[config.mk]
export PLATFORM = sky130hd
export DESIGN_NAME = rot_pp_seq
export DESIGN_NICKNAME = d
export VERILOG_FILES = /design/src/rtl/rot_pp_pkg.sv /design/src/rtl/rot_pp_addr_gen.sv /design/src/rtl/rot_pp_pass_ctrl.sv /design/src/rtl/rot_pp_seq.sv
export SDC_FILE = /design/constraint.sdc
export NUM_CORES = 1
export LEC_CHECK = 0
export CAP_MARGIN = 20
export CORE_MARGIN = 2
export CORE_UTILIZATION = 25
export CTS_CLUSTER_SIZE = 10
export DETAILED_ROUTE_END_ITERATION = 8
export GPL_ROUTABILITY_DRIVEN = 1
export PLACE_DENSITY = 0.47
export SLEW_MARGIN = 15
export SYNTH_ARGS = -nofsm -noshare
export SYNTH_HDL_FRONTEND = slang
export SYNTH_SLANG_ARGS = --single-unit
[constraint.sdc]
create_clock -name clk -period 4.85 [get_ports clk]
set_input_delay 1.455 -clock clk [delete_from_list [all_inputs] [get_ports clk]]
set_output_delay 1.455 -clock clk [all_outputs]
set_load 0.1 [all_outputs]
[src/rtl/rot_pp_pkg.sv]
package rot_pp_pkg;
   // Pass index; bit 0 selects which memory is read during the pass.
   typedef enum logic [1:0] {
      PASS_ROW_A = 2'd0,
      PASS_COL   = 2'd1,
      PASS_ROW_B = 2'd2
   } pass_e;

   localparam int NUM_PASSES = 3;
endpackage

[src/rtl/rot_pp_addr_gen.sv]
module rot_pp_addr_gen #(
   parameter int FRM_H    = 362,
   parameter int WPR      = 181,
   parameter int ADDR_W   = 16,
   parameter int SRC_ROWS = 256,
   parameter int SRC_COLS = 128
) (
   input  logic              clk,
   input  logic              rst_n,
   input  logic              clr,
   input  logic              step,
   input  logic              col_major,
   output logic [ADDR_W-1:0] addr,
   output logic              last,
   output logic              outside
);
   localparam int RW = $clog2(FRM_H);
   localparam int CW = $clog2(WPR);
   localparam logic [RW-1:0] ROW_MAX = RW'(FRM_H - 1);
   localparam logic [CW-1:0] COL_MAX = CW'(WPR - 1);

   generate
      if (FRM_H < 2 || WPR < 2) begin : g_bad_dim
         $error("rot_pp_addr_gen: frame needs at least two rows and two words per row");
      end
   endgenerate

   logic [RW-1:0] row;
   logic [CW-1:0] wcol;
   logic          row_end, col_end;

   assign row_end = (row == ROW_MAX);
   assign col_end = (wcol == COL_MAX);
   assign last    = row_end && col_end;
   assign outside = (int'(row) >= SRC_ROWS) || (int'(wcol) >= SRC_COLS);

   always_ff @(posedge clk or negedge rst_n) begin
      if (!rst_n) begin
         row  <= '0;
         wcol <= '0;
      end else if (clr) begin
         row  <= '0;
         wcol <= '0;
      end else if (step) begin
         if (col_major) begin
            if (row_end) begin
               row  <= '0;
               wcol <= col_end ? '0 : wcol + 1'b1;
            end else begin
               row <= row + 1'b1;
            end
         end else begin
            if (col_end) begin
               wcol <= '0;
               row  <= row_end ? '0 : row + 1'b1;
            end else begin
               wcol <= wcol + 1'b1;
            end
         end
      end
   end

   // Power-of-two row pitch packs fields; otherwise a constant multiply.
   generate
      if ((WPR & (WPR - 1)) == 0) begin : g_pack
         assign addr = (ADDR_W'(row) << CW) | ADDR_W'(wcol);
      end else begin : g_mul
         assign addr = ADDR_W'(row) * ADDR_W'(WPR) + ADDR_W'(wcol);
      end
   endgenerate

   a_r3_row_step : assert property (@(posedge clk) disable iff (!rst_n)
      (step && !clr && !col_major && !col_end) |=> addr == $past(addr) + ADDR_W'(1));

   a_r4_col_stride : assert property (@(posedge clk) disable iff (!rst_n)
      (step && !clr && col_major && !row_end) |=> addr == $past(addr) + ADDR_W'(WPR));
endmodule

[src/rtl/rot_pp_pass_ctrl.sv]
module rot_pp_pass_ctrl
   import rot_pp_pkg::*;
(
   input  logic  clk,
   input  logic  rst_n,
   input  logic  start,
   input  logic  rd_last,
   input  logic  wr_fire,
   input  logic  wr_last,
   output logic  busy,
   output pass_e pass,
   output logic  rd_fire,
   output logic  clr,
   output logic  done
);
   logic rd_pend;
   logic accept, pass_end;

   assign accept   = start && !busy;
   assign pass_end = wr_fire && wr_last;
   assign clr      = accept || pass_end;
   assign rd_fire  = rd_pend;

   always_ff @(posedge clk or negedge rst_n) begin
      if (!rst_n) begin
         busy    <= 1'b0;
         pass    <= PASS_ROW_A;
         rd_pend <= 1'b0;
         done    <= 1'b0;
      end else begin
         done <= pass_end && (pass == PASS_ROW_B);
         if (accept) begin
            busy    <= 1'b1;
            pass    <= PASS_ROW_A;
            rd_pend <= 1'b1;
         end else begin
            if (rd_pend && rd_last) rd_pend <= 1'b0;
            if (pass_end) begin
               if (pass == PASS_ROW_B) begin
                  busy <= 1'b0;
               end else begin
                  pass    <= pass_e'(2'(pass) + 2'd1);
                  rd_pend <= 1'b1;
               end
            end
         end
      end
   end

   a_r9_done_pulse : assert property (@(posedge clk) disable iff (!rst_n)
      done |=> !done);

   a_r10_start_ignored : assert property (@(posedge clk) disable iff (!rst_n)
      (busy && start && !pass_end) |=> (busy && pass == $past(pass)));

   a_r1_idle_no_read : assert property (@(posedge clk) disable iff (!rst_n)
      !busy |-> !rd_fire);
endmodule

[src/rtl/rot_pp_seq.sv]
module rot_pp_seq
   import rot_pp_pkg::*;
#(
   parameter int SAMPLE_W = 16,
   parameter int SPW      = 2,
   parameter int FRM_W    = 362,
   parameter int FRM_H    = 362,
   parameter int SRC_W    = 256,
   parameter int SRC_H    = 256,
   parameter int ADDR_W   = $clog2((FRM_W / SPW) * FRM_H)
) (
   input  logic                    clk,
   input  logic                    rst_n,
   input  logic                    start,
   output logic                    done,
   output logic                    mem0_en,
   output logic                    mem0_we,
   output logic [ADDR_W-1:0]       mem0_addr,
   output logic [SPW*SAMPLE_W-1:0] mem0_wdata,
   input  logic [SPW*SAMPLE_W-1:0] mem0_rdata,
   output logic                    mem1_en,
   output logic                    mem1_we,
   output logic [ADDR_W-1:0]       mem1_addr,
   output logic [SPW*SAMPLE_W-1:0] mem1_wdata,
   input  logic [SPW*SAMPLE_W-1:0] mem1_rdata,
   output logic                    flt_out_valid,
   output logic [SPW*SAMPLE_W-1:0] flt_out_data,
   input  logic                    flt_in_valid,
   input  logic [SPW*SAMPLE_W-1:0] flt_in_data
);
   localparam int WPR   = FRM_W / SPW;
   localparam int WORDS = WPR * FRM_H;
   localparam int DW    = SPW * SAMPLE_W;

   generate
      if (SPW != 2) begin : g_bad_spw
         $error("rot_pp_seq: each word must carry two samples");
      end
      if ((FRM_W % SPW) != 0 || (SRC_W % SPW) != 0) begin : g_bad_w
         $error("rot_pp_seq: widths must be whole words");
      end
      if (SRC_W > FRM_W || SRC_H > FRM_H) begin : g_bad_src
         $error("rot_pp_seq: source area exceeds frame");
      end
      if ((1 << ADDR_W) < WORDS) begin : g_bad_addr
         $error("rot_pp_seq: address too narrow for frame");
      end
   endgenerate

   pass_e             pass;
   logic              busy, rd_fire, clr, wr_fire;
   logic              rd_last, wr_last, rd_outside, wr_outside;
   logic [ADDR_W-1:0] rd_addr, wr_addr;
   logic              zero_fill, rd_mem, rd_bank, wr_bank;
   logic              unused_wr_outside;

   assign wr_fire           = flt_in_valid && busy;
   assign unused_wr_outside = wr_outside;

   rot_pp_pass_ctrl u_ctrl (
      .clk     (clk),
      .rst_n   (rst_n),
      .start   (start),
      .rd_last (rd_last),
      .wr_fire (wr_fire),
      .wr_last (wr_last),
      .busy    (busy),
      .pass    (pass),
      .rd_fire (rd_fire),
      .clr     (clr),
      .done    (done)
   );

   rot_pp_addr_gen #(
      .FRM_H(FRM_H), .WPR(WPR), .ADDR_W(ADDR_W),
      .SRC_ROWS(SRC_H), .SRC_COLS(SRC_W / SPW)
   ) u_rd_gen (
      .clk       (clk),
      .rst_n     (rst_n),
      .clr       (clr),
      .step      (rd_fire),
      .col_major (pass == PASS_COL),
      .addr      (rd_addr),
      .last      (rd_last),
      .outside   (rd_outside)
   );

   rot_pp_addr_gen #(
      .FRM_H(FRM_H), .WPR(WPR), .ADDR_W(ADDR_W),
      .SRC_ROWS(SRC_H), .SRC_COLS(SRC_W / SPW)
   ) u_wr_gen (
      .clk       (clk),
      .rst_n     (rst_n),
      .clr       (clr),
      .step      (wr_fire),
      .col_major (pass == PASS_COL),
      .addr      (wr_addr),
      .last      (wr_last),
      .outside   (wr_outside)
   );

   assign zero_fill = (pass == PASS_ROW_A) && rd_outside;
   assign rd_mem    = rd_fire && !zero_fill;
   assign rd_bank   = pass[0];
   assign wr_bank   = !pass[0];

   logic              bank_en   [2];
   logic              bank_we   [2];
   logic [ADDR_W-1:0] bank_addr [2];

   generate
      for (genvar b = 0; b < 2; b++) begin : g_bank
         logic is_rd, is_wr;
         assign is_rd        = rd_mem  && (rd_bank == 1'(b));
         assign is_wr        = wr_fire && (wr_bank == 1'(b));
         assign bank_en[b]   = is_rd || is_wr;
         assign bank_we[b]   = is_wr;
         assign bank_addr[b] = is_wr ? wr_addr : rd_addr;
      end
   endgenerate

   assign mem0_en    = bank_en[0];
   assign mem0_we    = bank_we[0];
   assign mem0_addr  = bank_addr[0];
   assign mem0_wdata = flt_in_data;
   assign mem1_en    = bank_en[1];
   assign mem1_we    = bank_we[1];
   assign mem1_addr  = bank_addr[1];
   assign mem1_wdata = flt_in_data;

   logic zero_q, bank_q;

   always_ff @(posedge clk or negedge rst_n) begin
      if (!rst_n) begin
         flt_out_valid <= 1'b0;
         zero_q        <= 1'b0;
         bank_q        <= 1'b0;
      end else begin
         flt_out_valid <= rd_fire;
         zero_q        <= zero_fill;
         bank_q        <= rd_bank;
      end
   end

   assign flt_out_data = zero_q ? DW'(0) : (bank_q ? mem1_rdata : mem0_rdata);

   a_r8_next_pass_reads : assert property (@(posedge clk) disable iff (!rst_n)
      (wr_fire && wr_last && pass != PASS_ROW_B) |=> rd_fire);

   a_r6_zero_not_fetched : assert property (@(posedge clk) disable iff (!rst_n)
      (rd_fire && zero_fill) |-> !(mem0_en && !mem0_we));
endmodule

==> metrics.md <==
| Metric | Value |
|---|---|
| Status | complete, but fails checks |
| Failing checks | negative setup slack |
| Max Clock Skew | around 0.0057 ns |
| Drt first pass iters | 4 |
| Gr ovfl total | 0 |
| Initial antenna violation count | 0 |
| Synth Area in Compound Gates | 13.5% |
| Post-placement worst setup slack | -0.527 ns |
| Crit path arrival time | 4.10 ns |
| DR WL met3 | roughly 430 um |
| Layout cell share with drive strength beyond 1 | 37.6% |
| Root Buffer | clkbuf_16 |
| Static Leak | around 5.1 nW |
| Initial Utilization | 25.3% |
| Global Route Usage Sum | 14.5% |
| Commonest non-fill, non-tap cell in the layout | buf_4 |
| Clock power share | 4.3% |
| Final hold viol count | 0 |
| Synthesized netlist cell count | roughly 850 |
| Row count | 61 |
| Sw Ratio | 56.3% |
| Yosys cell types | 59 |
| Multiplexer share of the synthesized area | 5.74% |
| Die ar. | 29400 um2 |
| TritonCTS Buffers | 5 |
| DRT antenna net count | 0 |
| Adder-Cell Fraction of Synth Area | 32.6% |
| Reg clk slew, reported paths | 0.06 ns |
| Pin count of the biggest net entering global routing | 43 |
| Unrepaired setup endpoints after global routing | yes |
| Post-Synth Simple-Gate Area | 15.0% |
| Element type at the critical path start | register |
| Sequential power share | 5.6% |
| Top sig layer | met4 |
| I/O Buffers | approximately 140 |
| Met2 WL | about 11000 um |
| Max-cap violations | 0 |
| Commonest non-fill, non-tap cells in the layout | 155 x buf_4, 82 x inv_1, 79 x ha_1, 71 x nor2_1, 68 x clkdlybuf4s50_1 |
| Hold WS | ~0.50 ns |
| Clock sinks | 42 |
| Detailed Route WL | ~21000 um |
| Post-Synth XOR/XNOR Area | 4.88% |
| Seq/Total Area, Yosys | around 15% |
| Final GP Congestion | around 0.8 |
| Crit path time final | 5.55 ns |
| Routed len/inst | 14.4 um |
| FF+latch count, synth | 42 |
| # nets final | 1312 |
| Fin area | 11200 um2 |
| Largest family of logic cells by synthesized area | adder cells |
| Via count | 6294 |
| Core Box Area | 27700 um2 |
| Die X | about 170 um |
| Worst endpoint required time | 3.39 ns |
| CP endpoint kind | output pin |
| P_int | 3.50 mW |
| Worst rel slew slack | 33.4% |
| I/O pins | approximately 230 |
| Vias in the first global route | 6564 |
| Post-Synthesis Cell Area | 7000 um2 |
| Setup violators final | 22 |
| Dpl cell area | a little over 10000 um2 |
| CP Max Fanout | 5 |
| Power density over the cells | between 700 and 800 nW/um2 |
| Main synth FF type | dfrtp_1 |
| Register area | 1070 um2 |
| Worst slew pin tran | roughly 1.0 ns |
| EDFF count, synth | 0 |
| Final worst slack | -0.703 ns |
| First-pass GRT wire length | between 30000 and 40000 um |
| Final core occ | 40.3% |
| 1st-iter DRT viols | approximately 160 |
| Crit path kind | reg2out |
| Avg Inst Size Synth | 8.25 um2 |
| DRT met1 WL | 9220 um |
| Footprint of the multi-input gates | 6310 um2 |
| Die Y | 171 um |
| Synth warn | 0 |
| HP Class | reg2reg |
| # fillers | about 2800 |
| Async S/R FF share, synth | 100% |
| Dpl hpwl | 17000 um |
| Synthesized net count | 1111 |
| Vias per cell | 4.40 |
| TNS Setup | -11.39 ns |
| Final slew viol count | 0 |
| Gate power share | 90.1% |
| Antenna diodes | 0 |
| Drt drc | 0 |
| Htree depth | 2 |
| Area Overhead vs Synth | 59.5% |
| Peak VDD IR | 528 uV |
| Reg-to-reg slack, setup | a little over 2 ns |
| Max Fclk | about 180 MHz |
| CTS Hold Bufs | 0 |
| Clk buf depth | 2 |
| Tcrit/Tclk final | 114% |
| Worst-Skew Late Latency | just under 0.3 ns |
| CTS tree | built |
| Switching power | about 4.5 mW |
critical path: stages, from the launching register on:
cell	delay, ns
dfrtp_2	0.47
ha_4	0.25
xor2_2	0.15
ha_4	0.15
a21o_1	0.16
fa_1	0.50
inv_1	0.06
fa_1	0.49
inv_2	0.05
ha_4	0.22
o21a_1	0.21
o21a_1	0.22
o21ai_2	0.07
mux2i_1	0.25
buf_4	0.16
nor2_2	0.03
a21o_2	0.22
buf_12	0.16
power groups by stage:
stage	Sequential (mW)	Clock, mW	Combinational [mW]
after floorplan	0.460	0	4.43
after global placement	0.455	0	6.49
after detailed placement	0.454	0	6.50
after CTS	0.458	0.356	7.10
after global routing	0.457	0.371	7.65
final	0.450	0.346	7.23
synth_stat cells (13+ instances only):
library cell	instances	area, um2
mux2i_1	39	390
a21o_1	15	113
buf_4	64	480
clkbuf_1	13	48.8
dfrtp_1	42	1050
ha_1	128	1600
nand2_1	76	285
fa_1	34	681
o21ai_0	55	275
nand3_1	19	95.1
inv_1	98	368
xor2_1	20	175
nor2_1	83	312
a21oi_1	33	165
xnor2_1	19	166
state kept, by name (all words and copies together) (netlist names):
signal and count:
u_rd_gen.row 9, u_wr_gen.row 9, u_rd_gen.wcol 8, u_wr_gen.wcol 8
u_ctrl.pass 2, bank_q 1, flt_out_valid 1, u_ctrl.busy 1
u_ctrl.done 1, u_ctrl.rd_fire 1, zero_q 1
through the flow:
step / instances / power [mW]
after floorplan: 849 / 4.88
after global placement: 1404 / 6.95
after detailed placement: 1404 / 6.95
after CTS: 1421 / 7.91
after global routing: 1429 / 8.47
final: 1429 / 8.02
cell families after synthesis:
logic type / after synthesis
XOR/XNOR: 39
adder cells (fa/ha/maj): 162
AND/OR/NAND/NOR: 230
AO/OA/AOI/OAI: 155
multiplexers: 40
flip-flops: 42
buffers and inverters: 181
worst paths after layout:
| kind | start | to | cells past startpoint |
|---|---|---|---|
| setup / recovery | u_rd_gen.row[3] | mem0_addr[13] | 17 |
| hold / removal | u_ctrl.rd_fire | flt_out_valid | 0 |
| setup reg to reg | u_wr_gen.row[4] | u_rd_gen.wcol[6] | 8 |
| hold reg to reg | u_ctrl.rd_fire | flt_out_valid | 0 |
| max in group asynchronous | rst_n | u_wr_gen.row[3] | 1 |
| min in group asynchronous | rst_n | u_rd_gen.wcol[5] | 1 |
cell type report:
type                            instances  share of cell area, %
Multi-Input combinational cell        626                   56.5
Sequential cell                        42                   9.58
Clock buffer                            7                   1.28
Timing Repair Buffer                  277                   25.1
Clock inverter                          1                 0.0448
Tap cell                              378                   4.24
Inverter                               98                   3.29
metal layers:
layer | vias to the layer above | global-route usage, %
met5 | - | 0
met4 | 0 | 2.17
met3 | 22 | 1.86
met2 | 59 | 26.9
met1 | 3002 | 18.2
li1 | 3211 | -
timing repair:
action                                  in CTS  in global routing
resized for setup                           91                 40
endpoints found under the setup margin      24                 24
buffers inserted                            14                  7
endpoints found under the hold margin        0                  0
pin swaps                                   59                 45
Power figures use the tool's default switching activity.
